File: src/rtl/scan_ir_pkg.sv
package scan_ir_pkg;

  localparam int IR_W = 8;

  typedef logic [IR_W-1:0] opcode_t;

  localparam opcode_t CAPTURE_PAT = 8'b0011_1101;
  localparam opcode_t OP_EXTEST   = 8'h00;
  localparam opcode_t OP_SAMPLE   = 8'h81;
  localparam opcode_t OP_CLAMP    = 8'h82;
  localparam opcode_t OP_HIGHZ    = 8'h03;
  localparam opcode_t OP_RESET    = 8'hFF;

  typedef struct packed {
    logic tlr;
    logic capIr;
    logic shIr;
    logic updIr;
    logic capDr;
    logic shDr;
  } strobe_t;

  typedef enum logic [2:0] {
    K_BYPASS,
    K_EXTEST,
    K_SAMPLE,
    K_CLAMP,
    K_HIGHZ
  } instr_kind_e;

  typedef struct packed {
    logic selBypass;
    logic extest;
    logic sample;
    logic clamp;
    logic highz;
    logic override;
  } mode_t;

endpackage

File: src/rtl/scan_ir_ctrl.sv
module scan_ir_ctrl
  import scan_ir_pkg::*;
#(
  parameter opcode_t EXTEST_OP = OP_EXTEST,
  parameter opcode_t SAMPLE_OP = OP_SAMPLE,
  parameter opcode_t CLAMP_OP  = OP_CLAMP,
  parameter opcode_t HIGHZ_OP  = OP_HIGHZ
) (
  input  logic    tck,
  input  logic    tlrIn,
  input  logic    capIrIn,
  input  logic    shIrIn,
  input  logic    updIrIn,
  input  logic    capDrIn,
  input  logic    shDrIn,
  input  opcode_t activeInstr,
  output strobe_t stb,
  output mode_t   mode
);

  instr_kind_e kind;

  // Test-logic-reset masks everything; capture wins over shift
  always_comb begin
    stb.tlr   = tlrIn;
    stb.capIr = capIrIn & ~tlrIn;
    stb.shIr  = shIrIn & ~tlrIn & ~capIrIn;
    stb.updIr = updIrIn & ~tlrIn;
    stb.capDr = capDrIn & ~tlrIn;
    stb.shDr  = shDrIn & ~tlrIn & ~capDrIn;
  end

  always_comb begin
    if (activeInstr == EXTEST_OP)      kind = K_EXTEST;
    else if (activeInstr == SAMPLE_OP) kind = K_SAMPLE;
    else if (activeInstr == CLAMP_OP)  kind = K_CLAMP;
    else if (activeInstr == HIGHZ_OP)  kind = K_HIGHZ;
    else                               kind = K_BYPASS;
  end

  always_comb begin
    mode = '0;
    unique case (kind)
      K_EXTEST: begin
        mode.extest   = 1'b1;
        mode.override = 1'b1;
      end
      K_SAMPLE: begin
        mode.sample   = 1'b1;
      end
      K_CLAMP: begin
        mode.selBypass = 1'b1;
        mode.clamp     = 1'b1;
        mode.override  = 1'b1;
      end
      K_HIGHZ: begin
        mode.selBypass = 1'b1;
        mode.highz     = 1'b1;
        mode.override  = 1'b1;
      end
      default: begin
        mode.selBypass = 1'b1;
      end
    endcase
  end

  // the mode flags never overlap
  a_r9_modes_exclusive: assert property (@(posedge tck) disable iff (tlrIn)
    $onehot0({mode.extest, mode.sample, mode.clamp, mode.highz}));

  // boundary-chain instructions never select bypass
  a_r5_boundary_selected: assert property (@(posedge tck) disable iff (tlrIn)
    (mode.extest || mode.sample) |-> !mode.selBypass);

  // reset wins over any coincident strobe
  a_r11_reset_masks: assert property (@(posedge tck)
    tlrIn |-> !(stb.capIr || stb.shIr || stb.updIr || stb.capDr || stb.shDr));

endmodule

File: src/rtl/scan_ir_datapath.sv
module scan_ir_datapath
  import scan_ir_pkg::*;
#(
  parameter int      W       = IR_W,
  parameter opcode_t CAP_VAL = CAPTURE_PAT,
  parameter opcode_t RST_OP  = OP_RESET
) (
  input  logic    tck,
  input  strobe_t stb,
  input  logic    tdi,
  output opcode_t activeInstr,
  output logic    irSo,
  output logic    bypSo
);

  localparam int MSB = W - 1;

  opcode_t shiftQ;
  opcode_t shiftNext;
  opcode_t activeQ;
  logic    bypQ;

  // Serial path: bit MSB takes tdi, every other bit takes its upper neighbour
  for (genvar i = 0; i < W; i++) begin : g_shift
    if (i == MSB) begin : g_top
      assign shiftNext[i] = tdi;
    end else begin : g_mid
      assign shiftNext[i] = shiftQ[i+1];
    end
  end

  always_ff @(posedge tck) begin
    if (stb.tlr) begin
      shiftQ  <= CAP_VAL;
      activeQ <= RST_OP;
      bypQ    <= 1'b0;
    end else begin
      if (stb.capIr)     shiftQ <= CAP_VAL;
      else if (stb.shIr) shiftQ <= shiftNext;
      if (stb.updIr)     activeQ <= shiftQ;
      if (stb.capDr)     bypQ <= 1'b0;
      else if (stb.shDr) bypQ <= tdi;
    end
  end

  assign activeInstr = activeQ;
  assign irSo        = shiftQ[0];
  assign bypSo       = bypQ;

  // leaving reset, the active stage holds the reset opcode
  a_r1_reset_opcode: assert property (@(posedge tck)
    (!stb.tlr && $past(stb.tlr)) |-> activeQ == RST_OP);

  // capture loads the fixed pattern
  a_r2_capture: assert property (@(posedge tck) disable iff (stb.tlr)
    stb.capIr |=> shiftQ == CAP_VAL);

  // shift moves one place toward bit 0 with tdi entering at the top
  a_r3_shift: assert property (@(posedge tck) disable iff (stb.tlr)
    stb.shIr |=> (shiftQ[MSB] == $past(tdi)) && (shiftQ[MSB-1:0] == $past(shiftQ[MSB:1])));

  // active instruction is held without an update strobe
  a_r4_hold: assert property (@(posedge tck) disable iff (stb.tlr)
    !stb.updIr |=> $stable(activeQ));

  // bypass captures zero
  a_r10_bypass_capture: assert property (@(posedge tck) disable iff (stb.tlr)
    stb.capDr |=> !bypQ);

endmodule

File: src/rtl/scan_instr_unit.sv
module scan_instr_unit
  import scan_ir_pkg::*;
(
  input  logic tck,
  input  logic tlrIn,
  input  logic capIrIn,
  input  logic shIrIn,
  input  logic updIrIn,
  input  logic capDrIn,
  input  logic shDrIn,
  input  logic tdi,
  output logic irSo,
  output logic bypSo,
  output logic selBypass,
  output logic modeExtest,
  output logic modeSample,
  output logic modeClamp,
  output logic modeHighz,
  output logic testOverride
);

  strobe_t stb;
  mode_t   mode;
  opcode_t activeInstr;

  scan_ir_ctrl u_ctrl (
    .tck         (tck),
    .tlrIn       (tlrIn),
    .capIrIn     (capIrIn),
    .shIrIn      (shIrIn),
    .updIrIn     (updIrIn),
    .capDrIn     (capDrIn),
    .shDrIn      (shDrIn),
    .activeInstr (activeInstr),
    .stb         (stb),
    .mode        (mode)
  );

  scan_ir_datapath u_dp (
    .tck         (tck),
    .stb         (stb),
    .tdi         (tdi),
    .activeInstr (activeInstr),
    .irSo        (irSo),
    .bypSo       (bypSo)
  );

  assign selBypass    = mode.selBypass;
  assign modeExtest   = mode.extest;
  assign modeSample   = mode.sample;
  assign modeClamp    = mode.clamp;
  assign modeHighz    = mode.highz;
  assign testOverride = mode.override;

endmodule

File: config.mk
export PLATFORM = sky130hd
export DESIGN_NAME = scan_instr_unit
export DESIGN_NICKNAME = d
export VERILOG_FILES = /design/src/rtl/scan_ir_pkg.sv /design/src/rtl/scan_ir_ctrl.sv /design/src/rtl/scan_ir_datapath.sv /design/src/rtl/scan_instr_unit.sv
export SDC_FILE = /design/constraint.sdc
export NUM_CORES = 1
export LEC_CHECK = 0
export BUFFER_PORTS_ARGS = -buffer_cell sky130_fd_sc_hd__buf_2
export CORE_MARGIN = 8
export CORE_UTILIZATION = 54
export CTS_BUF_LIST = sky130_fd_sc_hd__clkbuf_8
export CTS_CLUSTER_DIAMETER = 40
export CTS_CLUSTER_SIZE = 16
export DETAILED_ROUTE_END_ITERATION = 8
export GPL_TIMING_DRIVEN = 0
export PLACE_DENSITY = 0.8
export SLEW_MARGIN = 5
export SYNTH_ARGS = -nofsm -noshare
export SYNTH_HDL_FRONTEND = slang
export SYNTH_SLANG_ARGS = --single-unit
File: constraint.sdc
create_clock -name tck -period 1.3 [get_ports tck]
set_input_delay 0.065 -clock tck [delete_from_list [all_inputs] [get_ports tck]]
set_output_delay 0.065 -clock tck [all_outputs]
set_load 0.02 [all_outputs]
==> results.py, run 1 <==
metrics = {
    "global_route": {
        "antenna_found_initial": 0,
        "grtUsageTotal": 0.103,
        "grt_pass1_wl_mm": 2.18,
        "grt_max_degree": 11,
        "grt-ovfl-total": 0,
        "grt_pass1_vias": 510,
    },
    "critical_path": {
        "slowest_stage": "dfxtp_2",
        "arrival_ns": 1.32,
        "worst_setup_path_end_kind": "primary output",
        "crit_cells": 4,
        "critPathBufInv": 1,
        "critical_path.max_stage_delay_ns": 0.33,
        "critical_path_class": "reg -> out",
        "crit_path_max_fanout": 5,
        "startpoint_type": "flip-flop",
        "r2r_cells": 2,
        "worstPathRequired_ns": 1.24,
        "cp_cell_sequence": "nor3_4, nand2_2, or3_4, buf_6",
        "cp_top_family": "simple AND/OR/NAND/NOR gates",
    },
    "detailed_routing": {
        "via_count": 549,
        "drt_iter0_drc": 6,
        "drtPass1Iterations": 4,
        "viasPerCell": 5.28,
        "drt-wirelength-per-cell_um": 12.9,
        "antenna_left": 0,
        "remaining_drc_errors": 0,
        "routed_wl_mm": 1.34,
    },
    "final_layout": {
        "fin_cells": 104,
        "drive_gt1_frac": 0.315,
        "final_cell_mix": "dfxtp_1 (15), buf_2 (10), mux2i_1 (9), nor2b_1 (8), a211o_1 (8)",
        "final_common_cell": "dfxtp_1",
        "nNetsFinal": 98,
        "syn_to_final_growth_pct": 28.5,
        "antenna_cells": 0,
    },
    "logic_synthesis": {
        "synth_area_um2": 712,
        "yosysSeqAreaShare": 0.478,
        "synth_nets": 78,
        "ys_ff_latch": 17,
        "ys_warn_count": 0,
        "synth_cell_type_count": 19,
        "yosys_most_used_dff": "dfxtp_1",
        "synth_top_family_by_area": "simple AND/OR/NAND/NOR gates",
        "synth_fa_ha_area_frac": 0,
        "synth-simple-area-share": 0.227,
        "synth_cells": 70,
        "synthArstFlopShare": 0,
        "avgSynthCellArea_um2": 10.2,
        "synth_edf_count": 0,
        "yosys-mux-area-fraction": 0.127,
        "synth_xor_area_frac": 0.0246,
        "synth_compound_area_frac": 0.109,
    },
    "timing": {
        "fin_setup_tns_ns": -0.139,
        "period_minus_slack_ns": 1.39,
        "drv_slew": 0,
        "rsz0062_at_grt": "yes",
        "setup_slack_ns": -0.0872,
        "skew_ns": 0.000664,
        "fmax_mhz": 721,
        "relSlewSlack": 0.744,
        "setup_viol": 3,
        "period_share": 1.07,
        "hold_viol_final": 0,
        "hold_slack_ns": 0.0279,
        "tightest_slew_ns": 0.384,
    },
    "job": {
        "cap_violations": 0,
    },
    "die": {
        "io_pins": 16,
        "die_area_um2": 2740,
        "start_util": 0.561,
        "std_cell_rows": 13,
        "die_y_um": 52.3,
        "die_w_um": 52.3,
        "coreArea_um2": 1270,
    },
    "hold_path": {
        "min-delay-path-class": "in -> reg",
        "hold_depth": 2,
    },
    "power_and_ir_drop": {
        "power.total_uw": 1040,
        "powerDensity_nw_per_um2": 1140,
        "p_leak_uw": 0.000396,
        "ir_drop_v": 0.000775,
    },
    "placement": {
        "gp_congestion": 0.719,
        "port_buffers": 14,
        "place_inst": 99,
        "hpwl_um": 997,
    },
    "clocking": {
        "worstSkewPairLatency_ns": 0.24,
        "path_clk_slew_ns": 0.06,
        "cts_tree": "built",
        "cts_buffers": 3,
        "cts_max_path_buffers": 2,
        "clock_sinks": 17,
        "htreeDepth": 1,
        "clock-root-buffer": "clkbuf_8",
    },
    "status": {
        "violations": "setup timing",
        "status": "finished, violations left",
    },
}
[registers in the layout, summed over array words and instances, names as in the netlist]
name	flops
u_dp.bypSo	1
u_dp.activeInstr	8
u_dp.shiftQ	8
[final timing paths]
check | slack [ns] | from | endpoint
worst max-delay path | -0.09 | u_dp.activeInstr[4] | selBypass
worst min-delay path | 0.03 | capIrIn | u_dp.shiftQ[6]
worst min register to register | 0.50 | u_dp.shiftQ[5] | u_dp.activeInstr[5]
worst max register to register | 0.41 | u_dp.activeInstr[1] | u_dp.activeInstr[1]
[report_power, final]
part           switching (uW)  internal (uW)
combinational            49.5           52.5
sequential               23.6            545
clock                     160            209
total                     233            807
[layer usage]
layer / global-route usage / part of all wire / vias up
li1: - / - / 285
met1: 0.120 / 0.46 / 252
met2: 0.166 / 0.48 / 10
met3: 0.0313 / 0.042 / 2
met4: 0.0517 / 0.013 / 0
met5: 0 / 0 / -
[repair_timing]
item / CTS / global route
endpoints found under the setup margin: 5 / 6
gates cloned: 0 / 0
hold buffers: 1 / 0
pin swaps: 3 / 1
setup buffers: 1 / 0
gates resized for setup: 8 / 9
hold endpoints to repair: 1 / 0
[metrics by stage]
stage	instance area (um^2)	util	setup WS (ns)
6_report	915	0.721	-0.0872
5_1_grt	915	0.721	-0.150
4_1_cts	880	0.693	-0.117
3_5_place_dp	801	0.631	0.101
3_3_place_gp	801	0.631	0.130
2_1_floorplan	712	-	0.0317
[cells in the mapped netlist, types with 2 or more instances]
cell type | number | share of area
a211o_1 | 8 | 0.098
mux2i_1 | 9 | 0.13
dfxtp_1 | 17 | 0.48
xor2_1 | 2 | 0.025
nand2_1 | 6 | 0.032
nor2_1 | 4 | 0.021
nor3_1 | 5 | 0.035
nor2b_1 | 8 | 0.070
[cells by family after synthesis]
group | count (synthesis)
mux | 9
buf+inv | 4
simple gates | 29
flops | 17
compound gates | 9
xor+xnor | 2
[area by class of cell]
class	instances	area, um^2
clock buffers	3	41.3
clock inverters	1	3.75
plain buffers	3	20.0
well taps	15	18.8
flip-flops and latches	17	343
repair buffers	16	115
fillers	105	354
multi-input cells	49	373
[worst register-to-register path: stages, from the launching register on]
cell and delay [ns]:
dfxtp_1 0.37, nor2b_1 0.16, a211o_1 0.26
No activity file was read; power rests on OpenSTA's default activity.
==> inputs of run 2 (changes only) <==
- SKIP_CTS_REPAIR_TIMING: unset -> 1
- SKIP_LAST_GASP: unset -> 1
==> run 2 against run 1 <==
Effect of this change: the flow still finishes with violations (setup timing); wire length up 3.4%; flip-flop and latch count unchanged; core utilization down 0.20 points; final cell count up 0.96%; clock skew about the same; worst hold slack about the same; sequential power about the same; final area down 0.27%; first-iteration DRC count unchanged; non-clock buffer count up 1; critical path type unchanged; critical endpoint unchanged; largest cell class unchanged.
==> results.py, run 2 (synthesized netlist as in run 1, its figures left out) <==
metrics = {
    "status": {
        "status": "finished, violations left",
        "violations": "setup timing",
    },
    "die": {
        "die_w_um": 52.3,
        "die_y_um": 52.3,
        "std_cell_rows": 13,
        "coreArea_um2": 1270,
        "die_area_um2": 2740,
        "io_pins": 16,
        "start_util": 0.561,
    },
    "timing": {
        "period_minus_slack_ns": 1.40,
        "rsz0062_at_grt": "yes",
        "drv_slew": 0,
        "fmax_mhz": 716,
        "tightest_slew_ns": 0.406,
        "period_share": 1.07,
        "hold_viol_final": 0,
        "skew_ns": 0.000713,
        "hold_slack_ns": 0.0281,
        "relSlewSlack": 0.729,
        "setup_slack_ns": -0.0960,
        "setup_viol": 4,
    },
    "global_route": {
        "grt_pass1_vias": 504,
        "antenna_found_initial": 0,
        "grt_pass1_wl_mm": 2.19,
        "grt_max_degree": 11,
        "grtUsageTotal": 0.103,
        "grt-ovfl-total": 0,
    },
    "power_and_ir_drop": {
        "p_comb_frac": 0.097,
        "p_int_uw": 807,
        "powerDensity_nw_per_um2": 1140,
        "p_leak_uw": 0.000400,
        "clockPowerShare": 0.356,
        "p_seq_frac": 0.548,
        "ir_drop_v": 0.000763,
        "p_switching_uw": 233,
        "switching_share": 0.224,
    },
    "hold_path": {
        "min-delay-path-class": "in -> reg",
    },
    "critical_path": {
        "crit_path_max_fanout": 5,
        "startpoint_type": "flip-flop",
        "slowest_stage": "dfxtp_2",
        "critPathBufInv": 1,
        "critical_path.max_stage_delay_ns": 0.33,
        "critical_path_class": "reg -> out",
        "arrival_ns": 1.33,
        "cp_cell_sequence": "nor3_4, nand2_2, or3_4, buf_6",
        "worst_setup_path_end_kind": "primary output",
        "worstPathRequired_ns": 1.24,
        "cp_top_family": "simple AND/OR/NAND/NOR gates",
    },
    "detailed_routing": {
        "drt-wirelength-per-cell_um": 13.2,
        "antenna_left": 0,
        "drt_iter0_drc": 6,
        "routed_wl_mm": 1.39,
        "via_count": 553,
        "viasPerCell": 5.27,
        "remaining_drc_errors": 0,
        "drtPass1Iterations": 4,
    },
    "clocking": {
        "path_clk_slew_ns": 0.06,
        "cts_buffers": 3,
        "htreeDepth": 1,
        "worstSkewPairLatency_ns": 0.24,
        "clock-root-buffer": "clkbuf_8",
        "cts_tree": "built",
        "clock_sinks": 17,
        "cts_max_path_buffers": 2,
    },
    "final_layout": {
        "antenna_cells": 0,
        "drive_gt1_frac": 0.322,
        "nNetsFinal": 99,
        "final_common_cell": "dfxtp_1",
        "final_cell_mix": "dfxtp_1 (14), buf_2 (10), mux2i_1 (9), nor2b_1 (8), a211o_1 (8)",
        "n_fill_cell": 98,
        "syn_to_final_growth_pct": 28.1,
    },
    "placement": {
        "gp_congestion": 0.719,
        "hpwl_um": 997,
        "port_buffers": 14,
        "dp_slack_ns": 0.101,
    },
    "job": {
        "cap_violations": 0,
    },
}
[run 2: changes by cell type in the layout (fill, tap and decap cells not counted), sizes merged]
cell  before  now
buf       18   19
[run 2: through the flow]
stage / power (uW) / instances / area [um^2] / utilization / TNS (ns)
floorplan: 644 / 70 / 712 / - / 0
global placement: 671 / 99 / 801 / 0.631 / 0
detailed placement: 675 / 99 / 801 / 0.631 / 0
CTS: 1050 / 103 / 846 / 0.667 / -0.343
global route: 1100 / 105 / 912 / 0.719 / -0.643
finish: 1040 / 105 / 912 / 0.719 / -0.232
[run 2: path summary, 6_finish.rpt]
kind | startpoint | endpoint | slack, ns | cells past startpoint
min reg2reg | u_dp.shiftQ[0] | u_dp.activeInstr[0] | 0.50 | 1
max reg2reg | u_dp.activeInstr[7] | u_dp.activeInstr[7] | 0.41 | 2
min | capIrIn | u_dp.shiftQ[7] | 0.03 | 2
max | u_dp.activeInstr[4] | selBypass | -0.1 | 4
[run 2: worst register-to-register path, cell delays in order, from the launching register on]
cell and delay (ns):
dfxtp_1 0.37, nor2b_1 0.16, a211o_1 0.25
[run 2: power groups by stage]
| stage | clock network (uW) | logic (uW) | registers (uW) |
|---|---|---|---|
| after floorplan | 0 | 71.4 | 573 |
| after detailed placement | 0 | 101 | 574 |
| after global placement | 0 | 98.4 | 573 |
| final | 370 | 100 | 569 |
| after CTS | 381 | 102 | 563 |
| after global routing | 414 | 110 | 572 |
[run 2: area by class of cell]
| cell class | count | area (um^2) | area share |
|---|---|---|---|
| multi-input combinational | 49 | 365 | 0.401 |
| sequential | 17 | 344 | 0.377 |
| clock inverter | 1 | 3.75 | 0.00412 |
| buffer | 3 | 20.0 | 0.0219 |
| timing repair buffer | 17 | 119 | 0.130 |
| tap | 15 | 18.8 | 0.0206 |
| clock buffer | 3 | 41.3 | 0.0453 |
[run 2: metal layers]
layer	routed length, um	part of all wire	global-route usage	vias up
met4	16	0.012	0.0517	0
li1	-	-	-	285
met5	0	0	0	-
met3	63	0.045	0.0313	2
met1	601	0.43	0.122	256
met2	704	0.51	0.164	10
==> inputs of run 3 (changes only) <==
- BUFFER_PORTS_ARGS: -buffer_cell sky130_fd_sc_hd__buf_2 -> unset
- CORE_AREA: unset -> 8 8 45 47
- CORE_MARGIN: 8 -> unset
- CORE_UTILIZATION: 54 -> unset
- DIE_AREA: unset -> 0 0 53 55
- DONT_BUFFER_PORTS: unset -> 1
- PLACE_DENSITY: 0.8 -> 0.73
- SYNTH_HIERARCHICAL: unset -> 1
==> run 3 against run 2 <==
Effect of this change: register-to-register slack got worse by 0.15 ns; largest cell class unchanged; maximum frequency decreased by 25%; critical path depth decreased by 1; final area increased by 2.5%; first-iteration DRC count increased to 3.8 times the previous value; worst hold slack got worse by 0.023 ns; area after synthesis increased by 7.0%; clock-buffer cell count unchanged; sequential power increased by 0.9%; global-route usage increased by 1.6 points; the flow still finishes with violations (setup timing); flip-flop and latch count unchanged; combinational power about the same.
==> results.py, run 3 <==
metrics = {
    "timing": {
        "drv_slew": 0,
        "hold_slack_ns": 0.00490,
        "relSlewSlack": 0.648,
        "fmax_mhz": 536,
        "hold_viol_final": 0,
        "period_share": 1.43,
        "setup_slack_ns": -0.564,
        "rsz0062_at_grt": "yes",
        "tightest_slew_ns": 0.528,
        "period_minus_slack_ns": 1.86,
        "setup_viol": 6,
        "skew_ns": 0.000972,
    },
    "placement": {
        "gp_congestion": 0.724,
        "dp_slack_ns": -0.293,
        "port_buffers": 0,
        "hpwl_mm": 1.02,
        "place_area_um2": 798,
    },
    "clocking": {
        "path_clk_slew_ns": 0.06,
        "clock_sinks": 17,
        "cts_tree": "built",
        "worstSkewPairLatency_ns": 0.25,
        "htreeDepth": 1,
        "cts_buffers": 3,
        "clock-root-buffer": "clkbuf_8",
        "cts_max_path_buffers": 2,
    },
    "logic_synthesis": {
        "synthTopCellsByCount": "dfxtp_1 (17), nor2b_1 (11), mux2i_1 (9), nor3_1 (7)",
        "synth_edf_count": 0,
        "yosys_most_used_dff": "dfxtp_1",
        "ys_warn_count": 6,
        "synthArstFlopShare": 0,
        "yosysMostFrequentCell": "dfxtp_1",
        "synth_nets": 83,
        "yosys.area.top_type": "dfxtp_1",
        "synthTopCellsByArea": "dfxtp_1 (45%), mux2i_1 (12%), nor2b_1 (9.0%)",
        "ys_ff_latch": 17,
        "avgSynthCellArea_um2": 10.2,
        "yosys.area.top_type_share": 0.447,
        "yosysSeqAreaShare": 0.447,
        "synth_cells": 75,
        "synth_area_um2": 762,
        "synth_cell_type_count": 20,
    },
    "critical_path": {
        "crit_cells": 3,
        "startpoint_type": "flip-flop",
        "slowest_stage": "or4b_4",
        "critical_path.max_stage_delay_ns": 0.58,
        "worst_setup_path_end_kind": "primary output",
        "critical_path_class": "reg -> out",
        "cp_top_family": "simple AND/OR/NAND/NOR gates",
        "arrival_ns": 1.80,
        "r2r_start": "u_dp/activeInstr[2]",
        "cp_cell_sequence": "or4_4, buf_6, or4b_4",
        "critPathBufInv": 1,
        "r2r_slack_ns": 0.26,
        "crit_path_max_fanout": 6,
        "r2r_cells": 2,
        "worstPathRequired_ns": 1.24,
        "worstSetupStartpoint": "u_dp/activeInstr[3]",
    },
    "power_and_ir_drop": {
        "p_leak_uw": 0.000343,
        "ir_drop_v": 0.000685,
        "powerDensity_nw_per_um2": 1130,
    },
    "final_layout": {
        "syn_to_final_growth_pct": 22.7,
        "final_common_cell": "dfxtp_1",
        "n_fill_cell": 120,
        "final_cell_mix": "dfxtp_1 (16), nor2b_1 (11), mux2i_1 (9)",
        "utilization": 0.675,
        "drive_gt1_frac": 0.337,
        "antenna_cells": 0,
        "fin_area_um2": 935,
        "nNetsFinal": 92,
    },
    "die": {
        "die_area_um2": 2920,
        "io_pins": 16,
        "start_util": 0.551,
        "die_y_um": 55,
        "std_cell_rows": 14,
        "coreArea_um2": 1380,
        "die_w_um": 53,
    },
    "hold_path": {
        "hold_start": "tlrIn",
        "min-delay-path-class": "in -> reg",
        "hold_depth": 2,
    },
    "detailed_routing": {
        "drtPass1Iterations": 4,
        "antenna_left": 0,
        "via_count": 556,
        "remaining_drc_errors": 0,
        "drt_iter0_drc": 23,
        "routed_wl_mm": 1.53,
        "drt-wirelength-per-cell_um": 15.5,
        "viasPerCell": 5.62,
    },
    "global_route": {
        "grtUsageTotal": 0.119,
        "antenna_found_initial": 0,
        "grt-ovfl-total": 0,
        "grt_pass1_vias": 534,
        "grt_max_degree": 11,
        "grt_pass1_wl_mm": 2.51,
    },
    "status": {
        "status": "finished, violations left",
        "violations": "setup timing",
    },
    "job": {
        "cap_violations": 0,
    },
}
==> run 3: changes by cell type after synthesis, sizes merged, moves of 2 or more <==
cell	previous run	this run
nor2	4	1
xor2	2	0
nor2b	8	11
buf	3	5
nor3b	0	2
==> run 3: stage by stage <==
| stage | setup TNS, ns | cells | power, uW |
|---|---|---|---|
| 2_1_floorplan | -1.17 | 75 | 654 |
| 3_3_place_gp | -1.59 | 91 | 668 |
| 3_5_place_dp | -1.62 | 91 | 671 |
| 4_1_cts | -3.32 | 95 | 1060 |
| 5_1_grt | -2.84 | 99 | 1120 |
| 6_report | -2.44 | 99 | 1060 |
==> run 3: area by class of cell <==
| class | instances | area (um^2) | area share |
|---|---|---|---|
| sequential | 17 | 342 | 0.365 |
| timing repair buffer | 4 | 30.0 | 0.0321 |
| multi-input combinational | 53 | 454 | 0.486 |
| buffer | 5 | 42.5 | 0.0455 |
| clock buffer | 3 | 41.3 | 0.0442 |
| tap | 16 | 20.0 | 0.0214 |
| clock inverter | 1 | 5.00 | 0.00535 |
==> run 3: worst paths after layout <==
kind,endpoint
worst max-delay path,selBypass
worst min-delay path,u_dp/bypSo
worst min register to register,u_dp/activeInstr[5]
worst max register to register,u_dp/activeInstr[2]
==> run 3: per-layer routing <==
metal / track usage / vias to the layer above / routed length (um)
li1: - / 285 / -
met1: 0.127 / 261 / 668
met2: 0.191 / 10 / 783
met3: 0.0588 / 0 / 77
met4: 0.0647 / 0 / 0
met5: 0 / - / 0
==> run 3: report_power, final <==
part / internal [uW] / total (uW) / switching (uW)
clock: 212 / 384 / 172
combinational: 51.7 / 101 / 49.3
sequential: 543 / 574 / 30.9
total: 807 / 1060 / 252
==> run 3: logic make-up (layout without fill, tap and decap cells) <==
kind of cell | count (synthesis) | after routing | synth area share
mux | 9 | 9 | 0.118
xor+xnor | 1 | 1 | 0.0115
compound gates | 10 | 10 | 0.126
simple gates | 33 | 33 | 0.250
flops | 17 | 17 | 0.447
buf+inv | 5 | 13 | 0.0476
